[src/rtl/cnt_pkg.sv]
package cnt_pkg;

  localparam int unsigned SLICE_W = 4;

  typedef enum logic [1:0] {
    OP_HOLD  = 2'd0,
    OP_COUNT = 2'd1,
    OP_LOAD  = 2'd2
  } cnt_op_e;

endpackage

[src/rtl/clr_release_sync.sv]
module clr_release_sync #(
  parameter int unsigned SYNC_STAGES = 2
) (
  input  logic clk,
  input  logic clr_n,
  output logic rst_q
);

  logic [SYNC_STAGES-1:0] chain_q;
  logic [SYNC_STAGES-1:0] chain_d;

  always_comb begin
    chain_d = {chain_q[SYNC_STAGES-2:0], 1'b1};
  end

  always_ff @(posedge clk or negedge clr_n) begin
    if (!clr_n) begin
      chain_q <= '0;
    end else begin
      chain_q <= chain_d;
    end
  end

  assign rst_q = chain_q[SYNC_STAGES-1];

endmodule

[src/rtl/cnt_slice.sv]
module cnt_slice
  import cnt_pkg::*;
#(
  parameter int unsigned W = SLICE_W
) (
  input  logic         clk,
  input  logic         rst_n,
  input  logic         ld_n,
  input  logic         en_par,
  input  logic         en_in,
  input  logic [W-1:0] din,
  output logic [W-1:0] q,
  output logic         carry
);

  cnt_op_e      op;
  logic [W-1:0] q_d;
  logic [W-1:0] cnt_q;

  always_comb begin
    if (!ld_n) begin
      op = OP_LOAD;
    end else if (en_par && en_in) begin
      op = OP_COUNT;
    end else begin
      op = OP_HOLD;
    end
  end

  always_comb begin
    unique case (op)
      OP_LOAD:  q_d = din;
      OP_COUNT: q_d = cnt_q + 1'b1;
      default:  q_d = cnt_q;
    endcase
  end

  always_ff @(posedge clk or negedge rst_n) begin
    if (!rst_n) begin
      cnt_q <= '0;
    end else begin
      cnt_q <= q_d;
    end
  end

  assign q     = cnt_q;
  assign carry = en_in & (&cnt_q);

endmodule

[src/rtl/casc_counter.sv]
module casc_counter
  import cnt_pkg::*;
#(
  parameter int unsigned STAGES      = 2,
  parameter int unsigned SYNC_STAGES = 2,
  localparam int unsigned TOTAL_W    = STAGES * SLICE_W
) (
  input  logic               clk,
  input  logic               clr_n,
  input  logic               ld_n,
  input  logic [TOTAL_W-1:0] din,
  input  logic               en_par,
  input  logic               en_chain,
  output logic [TOTAL_W-1:0] q,
  output logic               carry_out
);

  logic              rst_q;
  logic              rst_n_mix;
  logic [STAGES:0]   chain_en;

  clr_release_sync #(
    .SYNC_STAGES(SYNC_STAGES)
  ) u_sync (
    .clk   (clk),
    .clr_n (clr_n),
    .rst_q (rst_q)
  );

  // The clear acts at once; only its release waits for the synchronizer.
  assign rst_n_mix   = rst_q & clr_n;
  assign chain_en[0] = en_chain;

  for (genvar s = 0; s < STAGES; s++) begin : g_slice
    cnt_slice #(
      .W(SLICE_W)
    ) u_slice (
      .clk    (clk),
      .rst_n  (rst_n_mix),
      .ld_n   (ld_n),
      .en_par (en_par),
      .en_in  (chain_en[s]),
      .din    (din[s*SLICE_W +: SLICE_W]),
      .q      (q[s*SLICE_W +: SLICE_W]),
      .carry  (chain_en[s+1])
    );
  end

  assign carry_out = chain_en[STAGES];

endmodule

[config.mk]
export PLATFORM = sky130hd
export DESIGN_NAME = casc_counter
export DESIGN_NICKNAME = d
export VERILOG_FILES = /design/src/rtl/cnt_pkg.sv /design/src/rtl/clr_release_sync.sv /design/src/rtl/cnt_slice.sv /design/src/rtl/casc_counter.sv
export SDC_FILE = /design/constraint.sdc
export NUM_CORES = 1
export LEC_CHECK = 0
export BUFFER_PORTS_ARGS = -buffer_cell sky130_fd_sc_hd__buf_2
export CAP_MARGIN = 20
export CELL_PAD_IN_SITES_DETAIL_PLACEMENT = 0
export CELL_PAD_IN_SITES_GLOBAL_PLACEMENT = 1
export CORE_MARGIN = 8
export CORE_UTILIZATION = 31
export CTS_CLUSTER_SIZE = 25
export DETAILED_ROUTE_END_ITERATION = 7
export GPL_TIMING_DRIVEN = 1
export HOLD_SLACK_MARGIN = 0.1
export MAX_ROUTING_LAYER = met4
export PLACE_DENSITY_LB_ADDON = 0.2
export SYNTH_ARGS = -nofsm -noshare
export SYNTH_HDL_FRONTEND = slang
export SYNTH_HIERARCHICAL = 1
export SYNTH_SLANG_ARGS = --single-unit
export TNS_END_PERCENT = 5
[constraint.sdc]
create_clock -name clk -period 1.5 [get_ports clk]
set_input_delay 0.3 -clock clk [delete_from_list [all_inputs] [get_ports clk]]
set_output_delay 0.3 -clock clk [all_outputs]
set_load 0.03 [all_outputs]
# After elaboration in Yosys (flattened, before gate mapping)
# Index checks and enable logic that the tools add are counted.
[totals] reg_bits=10 ram_bits=0 rom_bits=0 out_inout_bits=9 input_bits=13 latchBits=0 n_memories=0
[op_classes] n_bitwise=3 muxes=6 addsub=2 magnitude_cmp=0 multipliers=0 reduce_logical=6 shifts=0 n_div=0 n_eq_ne=4
[ops] cell="$pmux 4 s2" n=2
[ops] cell="$add 4x1->4 const B" n=2
[ops] cell="$reduce_and 4->1" n=2
[ops] cell="$eq 2x1->1 const B" n=2
[ops] cell="$eq 2x2->1 const B" n=2
[ops] cell="$mux 2" n=2
[ops] cell="$reduce_bool 2->1" n=2
[ops] cell="$and 1x1->1" n=3
[ops] cell="$logic_and 1x1->1" n=2
[ops] cell="$mux 1" n=2

# Longest topological paths before layout
# Gate-level depths: netlist of the first run.
[depth] ltp_word=7 ltp_mapped=5

# By module
# The synthesis of the first run kept the hierarchy.
[modules_own_cells] mod="cnt_slice" instances=2 seq_area_each_um2=100.1 cells_per_inst=23 area_per_inst_um2=217.7
[modules_own_cells] mod="clr_release_sync" instances=1 seq_area_each_um2=50.0 cells_per_inst=3 area_per_inst_um2=53.8
[modules_own_cells] mod="casc_counter" instances=1 seq_area_each_um2=0.0 cells_per_inst=1 area_per_inst_um2=6.3

# Least setup slack after synthesis of the first run
# No wires, ideal clock.
[synth_path] path_type="register to register" start="register g_slice[0].u_slice.cnt_q[0]" end="register g_slice[1].u_slice.cnt_q[3]" path_stages_with_launch=6 required_ns=1.418 path_buffers=0 slack_ns=-0.111 t_arrival_ns=1.529 synth_period_minus_slack_ns=1.611 path_cell_list="dfrtp_1 ha_1 and4_2 nand2_2 or3_1 a31oi_1"
[synth_between] elab_chain_len=7 word_cells_on_any_way=9
[synth_lines] element="start, declared" line_no="cnt_slice.sv:18" rtl="logic [W-1:0] cnt_q;"
[synth_lines] element="start signal, assigned" line_no="cnt_slice.sv:42" rtl="cnt_q <= q_d;"
[synth_lines] element="$reduce_and 4->1 (*)" line_no="cnt_slice.sv:47" rtl="assign carry = en_in & (&cnt_q);"
[synth_lines] element="$and 1x1->1 (*)" line_no="cnt_slice.sv:47"
[synth_lines] element="net chain_en[1]" line_no="casc_counter.sv:20" rtl="logic [STAGES:0] chain_en;"
[synth_lines] element="$logic_and 1x1->1 (*)" line_no="cnt_slice.sv:23" rtl="end else if (en_par && en_in) begin"
[synth_lines] element="$mux 1 (*)" line_no="cnt_slice.sv:23"
[synth_lines] element="$mux 2 (*)" line_no="cnt_slice.sv:21" rtl="if (!ld_n) begin"
[synth_lines] element="$eq 2x1->1 / $eq 2x2->1 (equally long branches)" line_no="cnt_slice.sv:31" rtl="unique case (op)"
[synth_lines] element="$pmux 4 s2 / $reduce_bool 2->1 (equally long branches)"
[synth_lines] element="end signal, assigned" line_no="cnt_slice.sv:42"
[synth_lines] element="end, declared" line_no="cnt_slice.sv:18"
# The timed path passes the listed nets; every way through them passes the cells marked *.
# A chain may end at the register's enable or synchronous reset.

# Worst setup path in the final report of the first run
[layout_path] start="register g_slice[0].u_slice.cnt_q[1]" end="output carry_out"
[layout_between] elab_chain_len=3
[layout_lines] element="$reduce_and 4->1" line_no="cnt_slice.sv:47"
[layout_lines] element="$and 1x1->1" line_no="cnt_slice.sv:47"
[layout_lines] element="net chain_en[1]" line_no="casc_counter.sv:20"
[layout_lines] element="$and 1x1->1" line_no="cnt_slice.sv:47"
[layout_lines] element="end, declared" line_no="casc_counter.sv:15" rtl="output logic carry_out"
# The timed path passes the listed nets, and every way through them passes these cells.

==> results.md, run 1 <==
* Worst r2r src: g_slice[0].u_slice/q[1]
* Cells after Synth at 50
* Worst setup EP type: output pin
* Worst Hold Slack at 0.231 ns
* Die height at 56.0 µm
* Met2 Use GR at 11.1%
* DR vias/cell at 4.47
* CP Data Arrival Time at 1.30 ns
* Logic pwr share at 27.4%
* Post-detail-place hpwl at 872 µm
* Setup TNS at -0.0974 ns
* GR Util met3 at 5.48%
* Status: finished, violations left
* Fin. max-slew vios at 0
* Final period util at 106%
* H-tree depth at 1
* GRT Util Overall at 7.46%
* Area grow syn2layout at 41.9%
* Maximum VDD drop at 0.000596 V
* Router iterations before antenna repair at 2
* Mapped Nets at 65
* Reg power frac at 46.3%
* Critical Path RT at 1.20 ns
* Commonest non-fill, non-tap cells in the layout: buf_2, nor2_1, dfrtp_1
* Dpl cell area at 643 µm²
* Remaining Overflow, GRT at 0
* Vias at 420
* Max Root-Sink Buffers at 2
* Worst-path clk slew at 0.06 ns
* Static Leak at 0.000335 µW
* Largest net degree at the start of global routing at 17
* FF-to-FF setup slack at 0.07 ns
* Vias in the first global route at 406
* Fin. Hold Viols at 0
* Met1 GRT Util at 8.04%
* CTS tree: done
* Worst path cell trace: ha_4 > and4_4 > and4_4 > buf_6
* Synth Cell Area at 495 µm²
* PD cells at 991 nW/µm²
* 1st-iter DRT viols at 1
* Initial core utilization at 32.9%
* Core Area at 1510 µm²
* Power Internal at 479 µW
* Die ar. at 3130 µm²
* Slowest CP cell: dfrtp_2
* Max-cap violations at 0
* Synthesized flop and latch total at 10
* Placed cell count at 87
* Port-buffer cells at 21
* CP max stage delay at 0.38 ns
* Hold crit path type: register to asynchronous set/reset pin
* CTS buffer count at 3
* Total power at 697 µW
* Syn avg cell area at 9.91 µm²
* Clock network fraction of total power at 26.3%
* Fin cells at 94
* WL final at 1070 µm
* Die X-Extent at 56.0 µm
* Part of the Yosys area used for sequential elements at 50.5%
* Num rows at 14
* Final instance area at 703 µm²
* Routed length per placed instance at 11.4 µm
* Post-route setup slack at -0.0974 ns
* Setup-failing EPs final at 1
* Netlist cell types at 15
* Crit path launch type: register
* First-pass GRT wire length at 1820 µm
* Yosys warning count at 6
* Diode count at 0
* Commonest non-fill, non-tap cell in the layout: buf_2
* # nets final at 94
* Clock insertion delay at the later pin of the skew report at 0.26 ns
* Gr busiest metal: met2
* Post-DRT Antenna Nets at 0
* Clock sinks at 10
* Skew final at 0.00686 ns
* Final min period at 1.60 ns
* Crit path kind: register to output pin
* Switching power at 217 µW
* Sw frac at 31.2%
* Failing checks: negative setup slack
* Fraction of layout cells with a size suffix above 1 at 44.9%
* Root Buffer: clkbuf_4
* I/O Pins at 22
* GPL Wtd Cong at 0.726
* Max frequency at 626 MHz
* DRC Markers at 0
* CP Launch Point: g_slice[0].u_slice/q[1]
* RSZ-0062 raised after global routing: yes
* Initial antenna violation count at 0
* Critical-path maximum fanout at 2
* Cell mode on critical path: and4_4
final cells by class:
cell class	count	area, µm²
Timing Repair Buffer	26	151
Multi-Input combinational cell	38	253
Tap cell	16	20.0
Sequential cell	10	253
Clock buffer	4	26.3
Fill cell	159	803
path summary, 6_finish.rpt:
check,depth (start not counted),to
max reg2reg,6,g_slice[1].u_slice/q[3]
min reg2reg,1,g_slice[0].u_slice/q[2]
min in group clk,3,g_slice[1].u_slice/q[2]
max in group asynchronous,3,g_slice[0].u_slice/q[1]
max,4,carry_out
min,1,g_slice[0].u_slice/q[2]
worst max-delay path: cells and delay by family (launching register included):
| family | cells | cell delay [ns] |
|---|---|---|
| flip-flops | 1 | 0.38 |
| AND/OR/NAND/NOR | 2 | 0.40 |
| adder cells (fa/ha/maj) | 1 | 0.13 |
| buffers and inverters | 1 | 0.12 |
cell usage after synthesis (all sizes together):
master / count / area, µm²
and2: 1 / 6.26
nand2: 2 / 12.5
xor2: 4 / 35.0
and4: 2 / 20.0
nand3: 4 / 20.0
clkbuf: 2 / 7.51
conb: 1 / 3.75
a21oi: 6 / 30.0
or3: 2 / 12.5
o21ai: 2 / 10.0
nor2: 8 / 30.0
a31oi: 2 / 12.5
dfrtp: 10 / 250
mux2i: 2 / 20.0
ha: 2 / 25.0
power groups by stage:
stage	Combinational, µW	Clock, µW	Sequential, µW
finish	191	184	323
global route	211	217	328
CTS	190	193	323
detailed placement	183	0	328
global placement	182	0	327
floorplan	64.8	0	375
per-stage QoR:
| step | utilization (%) | worst slack, ns |
|---|---|---|
| after detailed placement | 42.7 | 0.0423 |
| final | 46.7 | -0.0974 |
| after CTS | 46.2 | -0.113 |
| after global routing | 46.7 | -0.158 |
| after global placement | 42.7 | 0.0543 |
| after floorplan | - | 0.0120 |
state kept, by name, indices dropped and copies added, names as in the netlist:
| signal | count |
|---|---|
| g_slice.u_slice/q | 8 |
| u_sync/chain_q | 2 |
kinds of logic (layout without fill, tap and decap cells):
| family | after synthesis | count (layout) | share of synthesized area, % |
|---|---|---|---|
| buffers and inverters | 2 | 30 | 1.52 |
| DFF | 10 | 10 | 50.5 |
| other | 1 | 1 | 0.757 |
| adders and majority gates | 2 | 2 | 5.05 |
| xor gates and xnor gates | 4 | 4 | 7.07 |
| muxes | 2 | 2 | 4.04 |
| and+or+nand+nor | 19 | 19 | 20.5 |
| AOI/OAI and AO/OA | 10 | 10 | 10.6 |
what timing repair did:
item / 4_1_cts / 5_1_grt
pin swaps: 2 / 2
resized for setup: 4 / 0
gates cloned: 0 / 0
hold buffers: 1 / 0
setup buffers: 1 / 1
endpoints found under the hold margin: 10 / 0
setup endpoints to repair: 1 / 2
per-layer routing:
layer	wire length, µm	vias up
met5	0	-
met3	85	0
met4	0	0
met1	472	178
li1	-	229
met2	515	13
No activity file was read; power rests on OpenSTA's default activity.
==> run 2: changes to the inputs <==
PLACE_DENSITY_LB_ADDON = 0.1   (was 0.2)
==> run 2 against run 1 <==
Compared with the run above:
- the run still ends with negative setup slack left
- non-clock buffer count shrank 1
- worst setup slack lost 0.012 ns
- total power grew 8.6%
- worst hold slack better by 0.020 ns
- core utilization is 0.50 points higher
- sequential share of layout area down 0.38 points
- flip-flop and latch count unchanged
- clock power rose by 32%
- register-to-register slack about the same
- sequential power barely moved
- maximum frequency decreased by 0.77%
- combinational power is essentially flat
==> results.md, run 2 (synthesis results as in run 1) <==
* Routed length per placed instance at 13.1 µm
* Crit path kind: register to output pin
* Hold crit path type: register to asynchronous set/reset pin
* Post-Route Utilization at 47.2%
* Root Buffer: clkbuf_4
* Status: finished, violations left
* Total power at 757 µW
* GPL Wtd Cong at 0.687
* Commonest non-fill, non-tap cell in the layout: buf_2
* Fin. max-slew vios at 0
* Worst-path clk slew at 0.07 ns
* Maximum VDD drop at 0.000763 V
* Clock insertion delay at the later pin of the skew report at 0.27 ns
* Router iterations before antenna repair at 1
* Core Area at 1510 µm²
* Largest net degree at the start of global routing at 17
* Port-buffer cells at 21
* Post-DRT Antenna Nets at 0
* Worst path cell trace: ha_4 > and4_4 > and4_4 > buf_6
* Worst setup EP type: output pin
* Die height at 56.0 µm
* Static Leak at 0.000344 µW
* CTS tree: done
* Vias in the first global route at 507
* Skew final at 0.00628 ns
* Initial core utilization at 32.9%
* Critical Path RT at 1.20 ns
* Fin. Hold Viols at 0
* 1st-iter DRT viols at 0
* Clock sinks at 10
* Remaining Overflow, GRT at 0
* RSZ-0062 raised after global routing: yes
* CTS buffer count at 3
* WP buf/inv at 1
* WL final at 1220 µm
* Max-cap violations at 0
* Setup-failing EPs final at 1
* Post-route setup slack at -0.110 ns
* CP Data Arrival Time at 1.31 ns
* Final min period at 1.61 ns
* Largest delay share family, worst path: simple AND/OR/NAND/NOR gates
* Slowest CP cell: dfrtp_2
* Die X-Extent at 56.0 µm
* DRC Markers at 0
* Die ar. at 3130 µm²
* Fraction of layout cells with a size suffix above 1 at 45.5%
* Post-detail-place hpwl at 922 µm
* Num rows at 14
* Crit path depth at 4
* Diode count at 0
* Max frequency at 621 MHz
* Crit path launch type: register
* Worst Hold Slack at 0.251 ns
* Critical-path maximum fanout at 2
* I/O Pins at 22
* Failing checks: negative setup slack
* First-pass GRT wire length at 2130 µm
* Final period util at 107%
* H-tree depth at 1
* GRT Util Overall at 8.57%
* CP max stage delay at 0.38 ns
* Commonest non-fill, non-tap cells in the layout: buf_2, nor2_1, dfrtp_1
* # nets final at 93
* PD cells at 1070 nW/µm²
* Vias at 444
* Area grow syn2layout at 43.4%
* FF-to-FF path depth at 6
* Max Root-Sink Buffers at 2
* Initial antenna violation count at 0
* DR vias/cell at 4.77
* FF-to-FF setup slack at 0.08 ns
* Max reg flops at 8
* Cell mode on critical path: and4_4
[run 2: metal layers]
| layer | global-route usage, % | share of wire (%) | up-vias |
|---|---|---|---|
| li1 | - | - | 226 |
| met1 | 7.85 | 41 | 204 |
| met2 | 13.9 | 50 | 14 |
| met3 | 5.94 | 8.8 | 0 |
| met4 | 2.75 | 0 | 0 |
| met5 | - | 0 | - |
[run 2: final timing paths]
| path | from | end |
|---|---|---|
| max reg2reg | g_slice[0].u_slice/q[0] | g_slice[1].u_slice/q[3] |
| min in group clk | din[6] | g_slice[1].u_slice/q[2] |
| max in group asynchronous | clr_n | g_slice[0].u_slice/q[0] |
| min reg2reg | u_sync/chain_q[1] | g_slice[0].u_slice/q[2] |
| max | g_slice[0].u_slice/q[0] | carry_out |
| min | u_sync/chain_q[1] | g_slice[0].u_slice/q[2] |
[run 2: final cells by class]
| cell class | count | area, µm² |
|---|---|---|
| Timing Repair Buffer | 25 | 144 |
| Tap cell | 16 | 20.0 |
| Fill cell | 156 | 796 |
| Sequential cell | 10 | 253 |
| Multi-Input combinational cell | 38 | 258 |
| Clock buffer | 4 | 36.3 |
[run 2: stage by stage]
step	worst slack, ns	setup TNS [ns]	std cells	cell area, µm²
after global routing	-0.154	-0.154	93	711
after floorplan	0.0120	0	50	510
final	-0.110	-0.110	93	711
after detailed placement	0.0456	0	87	643
after global placement	0.0533	0	87	643
after CTS	-0.113	-0.113	93	706
[run 2: power by group]
| part | leakage [µW] | internal, µW | total [µW] | switching, µW |
|---|---|---|---|---|
| Combinational | 0.000207 | 77.7 | 192 | 114 |
| Sequential | 0.000116 | 297 | 323 | 26.0 |
| Clock | 0.0000210 | 147 | 242 | 94.6 |
| Total | 0.000344 | 522 | 757 | 235 |
[run 2: repair_timing]
action                                 4_1_cts  5_1_grt
setup buffers                                1        0
hold buffers                                 1        0
gates resized for setup                      4        1
setup endpoints to repair                    1        2
pin swaps                                    2        2
endpoints found under the hold margin       10        0
